===== src/rtl/card_stat_pkg.sv =====
package card_stat_pkg;

    typedef enum logic {
        SLOT_POR_HOLD = 1'b0,
        SLOT_ARMED    = 1'b1
    } slot_st_e;

    typedef struct packed {
        logic early;
        logic mute;
        logic prot;
        logic supl;
    } evt_flags_t;

    localparam int BYTE_W    = 8;
    localparam int POS_ACT   = 7;
    localparam int POS_EARLY = 6;
    localparam int POS_MUTE  = 5;
    localparam int POS_PROT  = 4;
    localparam int POS_SUPL  = 3;
    localparam int POS_CLK   = 2;
    localparam int POS_RSVD  = 1;
    localparam int POS_PRES  = 0;

endpackage


===== src/rtl/cs_slot_flags.sv =====
module cs_slot_flags
    import card_stat_pkg::*;
(
    input  logic       clk,
    input  logic       rst_n,
    input  logic       rd_hit,
    input  evt_flags_t evt,
    output evt_flags_t flags,
    output logic       irq_req
);

    slot_st_e   st_q;
    slot_st_e   st_d;
    evt_flags_t sticky_q;
    evt_flags_t sticky_d;

    // State register
    always_ff @(posedge clk or negedge rst_n) begin
        if (!rst_n) begin
            st_q     <= SLOT_POR_HOLD;
            sticky_q <= '0;
        end else begin
            st_q     <= st_d;
            sticky_q <= sticky_d;
        end
    end

    // Next state: a read acknowledges the power-on hold
    always_comb begin
        st_d = st_q;
        unique case (st_q)
            SLOT_POR_HOLD: if (rd_hit) st_d = SLOT_ARMED;
            SLOT_ARMED:    st_d = SLOT_ARMED;
            default:       st_d = SLOT_POR_HOLD;
        endcase
    end

    // Sticky update: an event in the read cycle survives the clear
    always_comb begin
        sticky_d = rd_hit ? evt_flags_t'('0) : sticky_q;
        sticky_d = sticky_d | evt;
    end

    // Outputs
    always_comb begin
        flags = sticky_q;
        unique case (st_q)
            SLOT_POR_HOLD: flags.supl = 1'b1;
            SLOT_ARMED:    flags.supl = sticky_q.supl;
            default:       flags.supl = 1'b1;
        endcase
        irq_req = |flags;
    end

endmodule


===== src/rtl/cs_addr_dec.sv =====
module cs_addr_dec #(
    parameter int ADDR_W    = 8,
    parameter int BASE_ADDR = 3,
    parameter int N_SLOTS   = 3
) (
    input  logic              rd_en,
    input  logic [ADDR_W-1:0] rd_addr,
    output logic [N_SLOTS-1:0] sel,
    output logic              hit
);

    for (genvar g = 0; g < N_SLOTS; g++) begin : g_sel
        localparam logic [ADDR_W-1:0] SLOT_ADDR = ADDR_W'(BASE_ADDR + g);
        assign sel[g] = rd_en && (rd_addr == SLOT_ADDR);
    end

    assign hit = |sel;

endmodule


===== src/rtl/cs_rd_port.sv =====
module cs_rd_port #(
    parameter int N_SLOTS = 3,
    parameter int BYTE_W  = 8
) (
    input  logic                           clk,
    input  logic                           rst_n,
    input  logic                           rd_en,
    input  logic [N_SLOTS-1:0]             sel,
    input  logic [N_SLOTS-1:0][BYTE_W-1:0] bytes,
    output logic [BYTE_W-1:0]              rd_data
);

    logic [BYTE_W-1:0] mux;

    always_comb begin
        mux = '0;
        for (int i = 0; i < N_SLOTS; i++) begin
            mux = mux | (bytes[i] & {BYTE_W{sel[i]}});
        end
    end

    always_ff @(posedge clk or negedge rst_n) begin
        if (!rst_n) begin
            rd_data <= '0;
        end else if (rd_en) begin
            rd_data <= mux;
        end
    end

endmodule


===== src/rtl/card_slot_status.sv =====
module card_slot_status
    import card_stat_pkg::*;
#(
    parameter int ADDR_W    = 8,
    parameter int BASE_ADDR = 3,
    parameter int N_SLOTS   = 3
) (
    input  logic               clk,
    input  logic               rst_n,
    input  logic               rd_en,
    input  logic [ADDR_W-1:0]  rd_addr,
    output logic [7:0]         rd_data,
    input  logic [N_SLOTS-1:0] slot_active,
    input  logic [N_SLOTS-1:0] slot_clk_int,
    input  logic [N_SLOTS-1:0] slot_pres,
    input  logic [N_SLOTS-1:0] evt_early,
    input  logic [N_SLOTS-1:0] evt_mute,
    input  logic [N_SLOTS-1:0] evt_prot,
    input  logic [N_SLOTS-1:0] evt_supl,
    output logic               irq_n
);

    logic [N_SLOTS-1:0]             sel;
    logic                           hit;
    logic [N_SLOTS-1:0]             irq_req;
    logic [N_SLOTS-1:0][BYTE_W-1:0] bytes;

    cs_addr_dec #(
        .ADDR_W   (ADDR_W),
        .BASE_ADDR(BASE_ADDR),
        .N_SLOTS  (N_SLOTS)
    ) u_dec (
        .rd_en  (rd_en),
        .rd_addr(rd_addr),
        .sel    (sel),
        .hit    (hit)
    );

    for (genvar g = 0; g < N_SLOTS; g++) begin : g_slot
        evt_flags_t evt;
        evt_flags_t flags;

        assign evt = '{early: evt_early[g], mute: evt_mute[g],
                       prot: evt_prot[g], supl: evt_supl[g]};

        cs_slot_flags u_flags (
            .clk    (clk),
            .rst_n  (rst_n),
            .rd_hit (sel[g]),
            .evt    (evt),
            .flags  (flags),
            .irq_req(irq_req[g])
        );

        always_comb begin
            bytes[g]            = '0;
            bytes[g][POS_ACT]   = slot_active[g];
            bytes[g][POS_EARLY] = flags.early;
            bytes[g][POS_MUTE]  = flags.mute;
            bytes[g][POS_PROT]  = flags.prot;
            bytes[g][POS_SUPL]  = flags.supl;
            bytes[g][POS_CLK]   = slot_clk_int[g];
            bytes[g][POS_RSVD]  = 1'b0;
            bytes[g][POS_PRES]  = slot_pres[g];
        end
    end

    cs_rd_port #(
        .N_SLOTS(N_SLOTS),
        .BYTE_W (BYTE_W)
    ) u_rd (
        .clk    (clk),
        .rst_n  (rst_n),
        .rd_en  (rd_en),
        .sel    (sel),
        .bytes  (bytes),
        .rd_data(rd_data)
    );

    assign irq_n = ~|irq_req;

endmodule


===== config.mk =====
export PLATFORM = sky130hd
export DESIGN_NAME = card_slot_status
export DESIGN_NICKNAME = d
export VERILOG_FILES = /design/src/rtl/card_stat_pkg.sv /design/src/rtl/cs_slot_flags.sv /design/src/rtl/cs_addr_dec.sv /design/src/rtl/cs_rd_port.sv /design/src/rtl/card_slot_status.sv
export SDC_FILE = /design/constraint.sdc
export NUM_CORES = 1
export LEC_CHECK = 0
export BUFFER_PORTS_ARGS = -buffer_cell sky130_fd_sc_hd__buf_2
export CAP_MARGIN = 15
export CORE_ASPECT_RATIO = 0.6
export CORE_MARGIN = 1.5
export CORE_UTILIZATION = 30
export CTS_CLUSTER_SIZE = 25
export DETAILED_ROUTE_END_ITERATION = 6
export GPL_TIMING_DRIVEN = 0
export PLACE_DENSITY = 0.6
export SYNTH_ARGS = -nofsm -noshare
export SYNTH_HDL_FRONTEND = slang
export SYNTH_HIERARCHICAL = 1
export SYNTH_SLANG_ARGS = --single-unit

===== constraint.sdc =====
create_clock -name clk -period 1.7 [get_ports clk]
set_clock_uncertainty 0.1 [all_clocks]
set_input_delay 0.085 -clock clk [delete_from_list [all_inputs] [get_ports clk]]
set_output_delay 0.085 -clock clk [all_outputs]
set_load 0.05 [all_outputs]

==> impl_metrics.env, run 1 <==
export IMPL_reg2reg_slack_ps=390
export IMPL_path_clk_slew_ps=80
export IMPL_antenna_found_initial=0
export IMPL_row_count=16
export IMPL_final_cell_mix="buf_2 (39), dfrtp_1 (23), buf_4 (14), dlygate4sd3_1 (13), a21o_1 (9)"
export IMPL_final_cell_count_no_fill=202
export IMPL_viasPerCell=4.64
export IMPL_netlist_instances=94
export IMPL_grt_pass1_vias=914
export IMPL_place_congestion=0.759
export IMPL_slowest_delay_ps=420
export IMPL_dp_cells=181
export IMPL_grt_use_total_pct=13.8
export IMPL_grt_max_degree=24
export IMPL_max_freq_mhz=563
export IMPL_worstPathArrival_ps=1590
export IMPL_crit_type="flip-flop to primary output"
export IMPL_finalWirelength_mm=2.58
export IMPL_path_cells="nand2b_4 -> or4_4 -> nor3_4 -> buf_6"
export IMPL_cap_violations=0
export IMPL_violations="negative setup slack"
export IMPL_status="finished with violations"
export IMPL_dieArea_mm2=0.00398
export IMPL_ios=41
export IMPL_end_kind="primary output"
export IMPL_drc=0
export IMPL_startpoint_type="flip-flop"
export IMPL_regToRegStartpoint="g_slot[1].u_flags/flags[1]"
export IMPL_busiest_layer="met2"
export IMPL_cts_buffer_depth=2
export IMPL_clock_sinks=23
export IMPL_root_buffer="clkbuf_8"
export IMPL_met2_usage_pct=22.4
export IMPL_drive_gt1_share_pct=49.0
export IMPL_crit_required_ps=1510
export IMPL_placed_area_mm2=0.00136
export IMPL_netlist_area_mm2=0.00108
export IMPL_reg2reg_to="u_rd/rd_data[4]"
export IMPL_drt_initial_drc_count=59
export IMPL_cts_buffers=3
export IMPL_power_density_mw_per_mm2=680
export IMPL_ff2ff_path_depth=4
export IMPL_met1_usage_pct=18.6
export IMPL_worst_pin_slew_ps=511
export IMPL_grt_pass1_wl_mm=4.14
export IMPL_final_core_util_pct=47.5
export IMPL_min_period_ps=1780
export IMPL_postLayoutCellArea_mm2=0.00159
export IMPL_finalSetupViolCount=1
export IMPL_core_area_mm2=0.00334
export IMPL_crit_buf_inv=1
export IMPL_slew_violations=0
export IMPL_port_buffers=40
export IMPL_period_share_pct=104
export IMPL_die_y_um=49.5
export IMPL_holdWs_ps=26.7
export IMPL_min_path_type="primary input to flip-flop"
export IMPL_crit_fanout=2
export IMPL_ys_warn_count=6
export IMPL_drtPass1Iterations=4
export IMPL_routed_via_count=937
export IMPL_routedWlPerCell_um=12.8
export IMPL_rsz0062_at_grt="yes"
export IMPL_cp_endpoint="irq_n"
export IMPL_layout_commonest_cell="buf_2"
export IMPL_syn_avg_cell_area_um2=11.5
export IMPL_path_delay_family="simple AND/OR/NAND/NOR gates"
export IMPL_setup_tns_ps=-75.3
export IMPL_htree_levels=1
export IMPL_cts_tree="done"
export IMPL_ir_worst_vdd_mv=0.315
export IMPL_ant_nets=0
export IMPL_leakage_nw=0.734
export IMPL_finalNetCount=190
export IMPL_use_met3_pct=4.44
export IMPL_clkLatencyLatePin_ps=260
export IMPL_die_x_um=80.5
export IMPL_syn_to_final_growth_pct=46.8
export IMPL_power_mw=1.08
export IMPL_dp_final_hpwl_mm=1.93
export IMPL_overflow=0
export IMPL_critical_path_slowest_cell="or4_4"
export IMPL_initial_core_util_pct=32.3
export IMPL_whs_path_depth=3
export IMPL_path_depth=4
export IMPL_post_place_ws_ps=-350
export IMPL_relSlewSlack_pct=65.9
export IMPL_worst_slack_ps=-75.3
export IMPL_crit_start="g_slot[2].u_flags/sticky_q[0]"
export IMPL_hold_viol=0
export IMPL_diodes=0
[sequential cells by signal, summed over array words and instances (netlist names)]
register,cells
g_slot.u_flags/flags,9
g_slot.u_flags/sticky_q,3
g_slot.u_flags/st_q,3
u_rd/rd_data,8
[layer usage]
layer  routed length (um)  part of all wire (%)
met1                 1180                    46
met2                 1140                    44
met3                  259                    10
met4                    8                  0.31
met5                    0                     0
[where the power goes]
| group | internal, mW | total [mW] | switching [mW] |
|---|---|---|---|
| Clock | 0.167 | 0.330 | 0.163 |
| Sequential | 0.566 | 0.579 | 0.0130 |
| Combinational | 0.0709 | 0.170 | 0.0994 |
[worst min-delay path: stages]
cell	delay, ps
buf_2	80
a222oi_1	50
a21oi_1	140
[worst min path at each step]
stage          slack (ps)                         end            start
6_report               30             u_rd/rd_data[2]  slot_clk_int[2]
5_1_grt                30             u_rd/rd_data[0]     slot_pres[2]
4_1_cts                20             u_rd/rd_data[2]  slot_clk_int[2]
3_5_place_dp          -10             u_rd/rd_data[0]            rst_n
3_3_place_gp          -20             u_rd/rd_data[0]            rst_n
2_1_floorplan        -310  g_slot[0].u_flags/flags[1]            rst_n
[layout make-up]
cell class | count | area, um2
Timing Repair Buffer | 57 | 367
Sequential cell | 23 | 576
Fill cell | 315 | 1760
Tap cell | 45 | 56.3
Clock buffer | 4 | 45.0
Multi-Input combinational cell | 56 | 438
Buffer | 13 | 90.1
Inverter | 4 | 15.0
[timing repair]
item / CTS / global route
setup buffers: 0 / 4
pin swaps: 0 / 1
endpoints found under the hold margin: 35 / 0
hold buffers: 13 / 0
resized for setup: 3 / 2
setup endpoints to repair: 8 / 12
Power figures use the tool's default switching activity.
==> run 2: changes to the inputs <==
SKIP_LAST_GASP = 1   (was default)
==> run 2 against run 1 <==
Compared with the run above:
- the run still ends with negative setup slack left
- total power barely moved
- sequential share of layout area did not move
- routed wire length down 0.15%
- via count increased by 1.6%
- clock-buffer cell count unchanged
- global-route usage unchanged
- critical path depth stayed put
- non-clock buffer count is the same
- fmax is essentially flat
- worst hold slack improved by 0.82 ps
- critical path type unchanged
- largest power group unchanged
==> impl_metrics.env, run 2 (synthesis gave the netlist of run 1 again) <==
export IMPL_ff2ff_path_depth=4
export IMPL_crit_fanout=2
export IMPL_finalSetupViolCount=1
export IMPL_diodes=0
export IMPL_syn_to_final_growth_pct=46.8
export IMPL_root_buffer="clkbuf_8"
export IMPL_viasPerCell=4.71
export IMPL_max_freq_mhz=563
export IMPL_place_congestion=0.759
export IMPL_drive_gt1_share_pct=49.0
export IMPL_rsz0062_at_grt="yes"
export IMPL_startpoint_type="flip-flop"
export IMPL_finalWirelength_mm=2.58
export IMPL_finalNetCount=190
export IMPL_cts_buffer_depth=2
export IMPL_cts_tree="done"
export IMPL_regToRegStartpoint="g_slot[1].u_flags/flags[1]"
export IMPL_clkLatencyLatePin_ps=260
export IMPL_final_cell_mix="buf_2 (39), dfrtp_1 (23), buf_4 (14), dlygate4sd3_1 (13), a21o_1 (9)"
export IMPL_core_area_mm2=0.00334
export IMPL_dieArea_mm2=0.00398
export IMPL_drtPass1Iterations=5
export IMPL_leakage_nw=0.734
export IMPL_worst_pin_slew_ps=509
export IMPL_grt_pass1_wl_mm=4.14
export IMPL_port_buffers=40
export IMPL_largest_reg_flops=9
export IMPL_violations="negative setup slack"
export IMPL_die_x_um=80.5
export IMPL_holdWs_ps=27.5
export IMPL_row_count=16
export IMPL_layout_commonest_cell="buf_2"
export IMPL_cp_endpoint="irq_n"
export IMPL_reg2reg_to="u_rd/rd_data[4]"
export IMPL_status="finished with violations"
export IMPL_period_share_pct=104
export IMPL_grt_max_degree=24
export IMPL_clock_sinks=23
export IMPL_ant_nets=0
export IMPL_reg2reg_slack_ps=370
export IMPL_min_path_type="primary input to flip-flop"
export IMPL_relSlewSlack_pct=66.1
export IMPL_drc=0
export IMPL_worstPathArrival_ps=1590
export IMPL_ios=41
export IMPL_routedWlPerCell_um=12.8
export IMPL_hold_viol=0
export IMPL_initial_core_util_pct=32.3
export IMPL_slew_violations=0
export IMPL_crit_start="g_slot[2].u_flags/sticky_q[0]"
export IMPL_dp_final_hpwl_mm=1.93
export IMPL_antenna_found_initial=0
export IMPL_crit_type="flip-flop to primary output"
export IMPL_end_kind="primary output"
export IMPL_routed_via_count=952
export IMPL_cap_violations=0
export IMPL_worst_slack_ps=-74.8
export IMPL_overflow=0
export IMPL_grt_use_total_pct=13.8
export IMPL_power_density_mw_per_mm2=680
export IMPL_crit_required_ps=1510
export IMPL_post_place_ws_ps=-350
export IMPL_cts_buffers=3
export IMPL_path_clk_slew_ps=80
export IMPL_drt_initial_drc_count=66
export IMPL_grt_pass1_vias=914
export IMPL_htree_levels=1
export IMPL_die_y_um=49.5
export IMPL_ir_worst_vdd_mv=0.315
export IMPL_min_period_ps=1770
run 2: how the worst min path moves through the flow:
| stage | from | endpoint | slack (ps) | cells after the start |
|---|---|---|---|---|
| 5_1_grt | slot_pres[2] | u_rd/rd_data[0] | 30 | 3 |
| 6_report | slot_clk_int[2] | u_rd/rd_data[2] | 30 | 3 |
| 2_1_floorplan | rst_n | g_slot[0].u_flags/flags[1] | -310 | 0 |
| 3_3_place_gp | rst_n | u_rd/rd_data[0] | -20 | 1 |
| 3_5_place_dp | rst_n | u_rd/rd_data[0] | -10 | 1 |
| 4_1_cts | slot_clk_int[2] | u_rd/rd_data[2] | 20 | 3 |
run 2: metal layers:
metal	GRT usage, %	wire length, um	up-vias	share of wire, %
li1	-	-	464	-
met2	22.4	1130	38	44
met5	0	0	-	0
met1	18.6	1230	448	48
met4	1.72	8	0	0.31
met3	4.44	210	2	8.1
run 2: through the flow:
step	cell area, um2	instances	TNS, ps	power, mW	util (%)
3_3_place_gp	1360	181	-3630	0.731	40.6
6_report	1590	202	-74.8	1.08	47.5
5_1_grt	1590	202	-149	1.15	47.5
3_5_place_dp	1360	181	-3970	0.736	40.6
4_1_cts	1540	198	-105	1.10	46.2
2_1_floorplan	1100	96	0	0.668	-
run 2: where the power goes:
group	switching, mW	total, mW	internal (mW)
Sequential	0.0131	0.579	0.566
Clock	0.162	0.329	0.167
Combinational	0.0993	0.170	0.0709
Total	0.274	1.08	0.804
run 2: area by class of cell:
cell class / instances / area, um2
Buffer: 13 / 90.1
Inverter: 4 / 15.0
Fill cell: 315 / 1760
Tap cell: 45 / 56.3
Sequential cell: 23 / 576
Multi-Input combinational cell: 56 / 438
Clock buffer: 4 / 45.0
Timing Repair Buffer: 57 / 367
run 2: repair_timing:
item	CTS	global route
setup buffers	0	4
resized for setup	3	2
hold buffers	13	0
pin swaps	0	1
endpoints found under the setup margin	8	12
endpoints found under the hold margin	35	0
run 2: critical path: stages, from the launching register on:
cell and delay, ps:
dfrtp_1 380, nand2b_4 140, or4_4 420, nor3_4 200
buf_6 180
==> run 3: changes to the inputs <==
CORE_MARGIN = default   (was 1.5)
CTS_BUF_LIST = sky130_fd_sc_hd__clkbuf_16   (was default)
==> run 3 against run 2 <==
Compared with the run above:
- the flow still finishes with violations (negative setup slack)
- via count fell by 3.3%
- largest cell class unchanged
- non-clock buffer count fell by 2
- final area rose by 1.7%
- flip-flop and latch count did not move
- worst hold slack improved by 21 ps
- final cell count fell by 0.99%
- clock-buffer cell count fell by 1
- die area fell by 3.2%
- global-route usage rose by 0.68 points
- register-to-register slack improved by 50 ps
- critical path type unchanged
- sequential share of layout area fell by 0.62 points
- critical path depth fell by 1
==> impl_metrics.env, run 3 (synthesis gave the netlist of run 1 again) <==
export IMPL_ff2ff_path_depth=3
export IMPL_post_place_ws_ps=-356
export IMPL_min_from="slot_active[2]"
export IMPL_cts_buffer_depth=2
export IMPL_routed_via_count=921
export IMPL_ant_nets=0
export IMPL_violations="negative setup slack"
export IMPL_postLayoutCellArea_mm2=0.00161
export IMPL_power_mw=1.25
export IMPL_final_core_util_pct=48.3
export IMPL_finalWirelength_mm=2.63
export IMPL_fillers=293
export IMPL_routedWlPerCell_um=13.2
export IMPL_worst_slack_ps=-66.2
export IMPL_path_clk_slew_ps=60
export IMPL_met2_usage_pct=23.1
export IMPL_crit_type="flip-flop to primary output"
export IMPL_drt_initial_drc_count=59
export IMPL_critical_path_slowest_cell="or4_4"
export IMPL_crit_required_ps=1510
export IMPL_layout_commonest_cell="buf_2"
export IMPL_viasPerCell=4.61
export IMPL_min_period_ps=1770
export IMPL_met1_usage_pct=19.3
export IMPL_startpoint_type="flip-flop"
export IMPL_grt_pass1_wl_mm=4.26
export IMPL_crit_fanout=3
export IMPL_busiest_layer="met2"
export IMPL_crit_buf_inv=1
export IMPL_syn_to_final_growth_pct=49.3
export IMPL_slowest_delay_ps=550
export IMPL_drtPass1Iterations=4
export IMPL_setup_tns_ps=-66.2
export IMPL_finalNetCount=188
export IMPL_drive_gt1_share_pct=48.4
export IMPL_register_area_um2=576
export IMPL_reg2reg_to="u_rd/rd_data[6]"
export IMPL_path_delay_family="simple AND/OR/NAND/NOR gates"
export IMPL_regToRegStartpoint="g_slot[0].u_flags/flags[3]"
export IMPL_largest_reg_flops=9
export IMPL_grt_pass1_vias=924
export IMPL_grt_max_degree=24
export IMPL_placed_area_mm2=0.00136
export IMPL_dp_final_hpwl_mm=1.90
export IMPL_grt_use_total_pct=14.5
export IMPL_final_cell_count_no_fill=200
export IMPL_initial_core_util_pct=32.3
export IMPL_overflow=0
export IMPL_antenna_found_initial=0
export IMPL_clock_sinks=23
export IMPL_holdWs_ps=48.3
export IMPL_root_buffer="clkbuf_16"
export IMPL_leakage_nw=0.749
export IMPL_htree_levels=1
export IMPL_clkLatencyLatePin_ps=250
export IMPL_row_count=16
export IMPL_status="finished with violations"
export IMPL_rsz0062_at_grt="yes"
export IMPL_worstPathArrival_ps=1580
export IMPL_worst_pin_slew_ps=523
export IMPL_whs_path_depth=3
export IMPL_max_freq_mhz=566
export IMPL_reg2reg_slack_ps=420
export IMPL_relSlewSlack_pct=65.2
export IMPL_multi_input_area_um2=447
export IMPL_path_depth=3
export IMPL_path_cells="or4_4 -> nor3_4 -> buf_6"
export IMPL_ios=41
export IMPL_cts_tree="done"
export IMPL_min_path_type="primary input to flip-flop"
export IMPL_dp_cells=181
export IMPL_core_area_mm2=0.00334
export IMPL_die_y_um=48.5
export IMPL_end_kind="primary output"
export IMPL_use_met3_pct=4.91
export IMPL_power_density_mw_per_mm2=773
export IMPL_cts_buffers=3
export IMPL_hold_viol=0
export IMPL_cap_violations=0
export IMPL_place_congestion=0.737
export IMPL_port_buffers=40
export IMPL_diodes=0
export IMPL_slew_violations=0
export IMPL_period_share_pct=104
export IMPL_finalSetupViolCount=1
export IMPL_final_cell_mix="buf_2 (39), dfrtp_1 (23), dlygate4sd3_1 (13), buf_4 (12), a21o_1 (9)"
export IMPL_ir_worst_vdd_mv=0.355
export IMPL_dieArea_mm2=0.00386
export IMPL_hold_end="u_rd/rd_data[7]"
export IMPL_drc=0
export IMPL_die_x_um=79.5
run 3: changes by cell type in the layout (fill, tap and decap cells not counted), sizes merged:
cell,change
inv,+1
clkbuf,-1
buf,-2
run 3: area by class of cell:
class / instances / area share (%)
Tap cell: 45 / 3.49
Timing Repair Buffer: 55 / 21.8
Buffer: 13 / 5.58
Inverter: 4 / 0.930
Sequential cell: 23 / 35.7
Clock inverter: 1 / 0.233
Multi-Input combinational cell: 56 / 27.7
Clock buffer: 3 / 4.65
run 3: worst min-delay path: cells and delay by family:
family,cells,cell delay [ps]
AOI/OAI and AO/OA,2,190
buffers and inverters,1,80
run 3: worst max-delay path by stage:
stage                 endpoint  slack [ps]                          start
3_3_place_gp   u_rd/rd_data[6]        -340                     rd_addr[5]
2_1_floorplan  u_rd/rd_data[0]         100                     rd_addr[5]
6_report                 irq_n         -70     g_slot[2].u_flags/flags[1]
4_1_cts                  irq_n        -100     g_slot[1].u_flags/flags[1]
5_1_grt                  irq_n        -110  g_slot[0].u_flags/sticky_q[0]
3_5_place_dp   u_rd/rd_data[6]        -360                     rd_addr[5]
run 3: power breakdown:
part           switching [mW]  leakage, nW  internal (mW)  total (mW)
logic                   0.101        0.461         0.0709       0.172
clock network           0.182       0.0423          0.314       0.496
registers              0.0129        0.246          0.567       0.580
run 3: what timing repair did:
item | CTS | global route
endpoints found under the setup margin | 8 | 12
hold buffers | 13 | 0
buffers inserted | 0 | 2
endpoints found under the hold margin | 35 | 0
gates resized for setup | 3 | 3
pin swaps | 0 | 1
run 3: metal layers:
layer / vias to the layer above / routed length (um) / part of all wire, %
met3: 2 / 198 / 7.5
met4: 0 / 17 / 0.65
met1: 431 / 1300 / 50
met5: - / 0 / 0
li1: 453 / - / -
met2: 35 / 1110 / 42
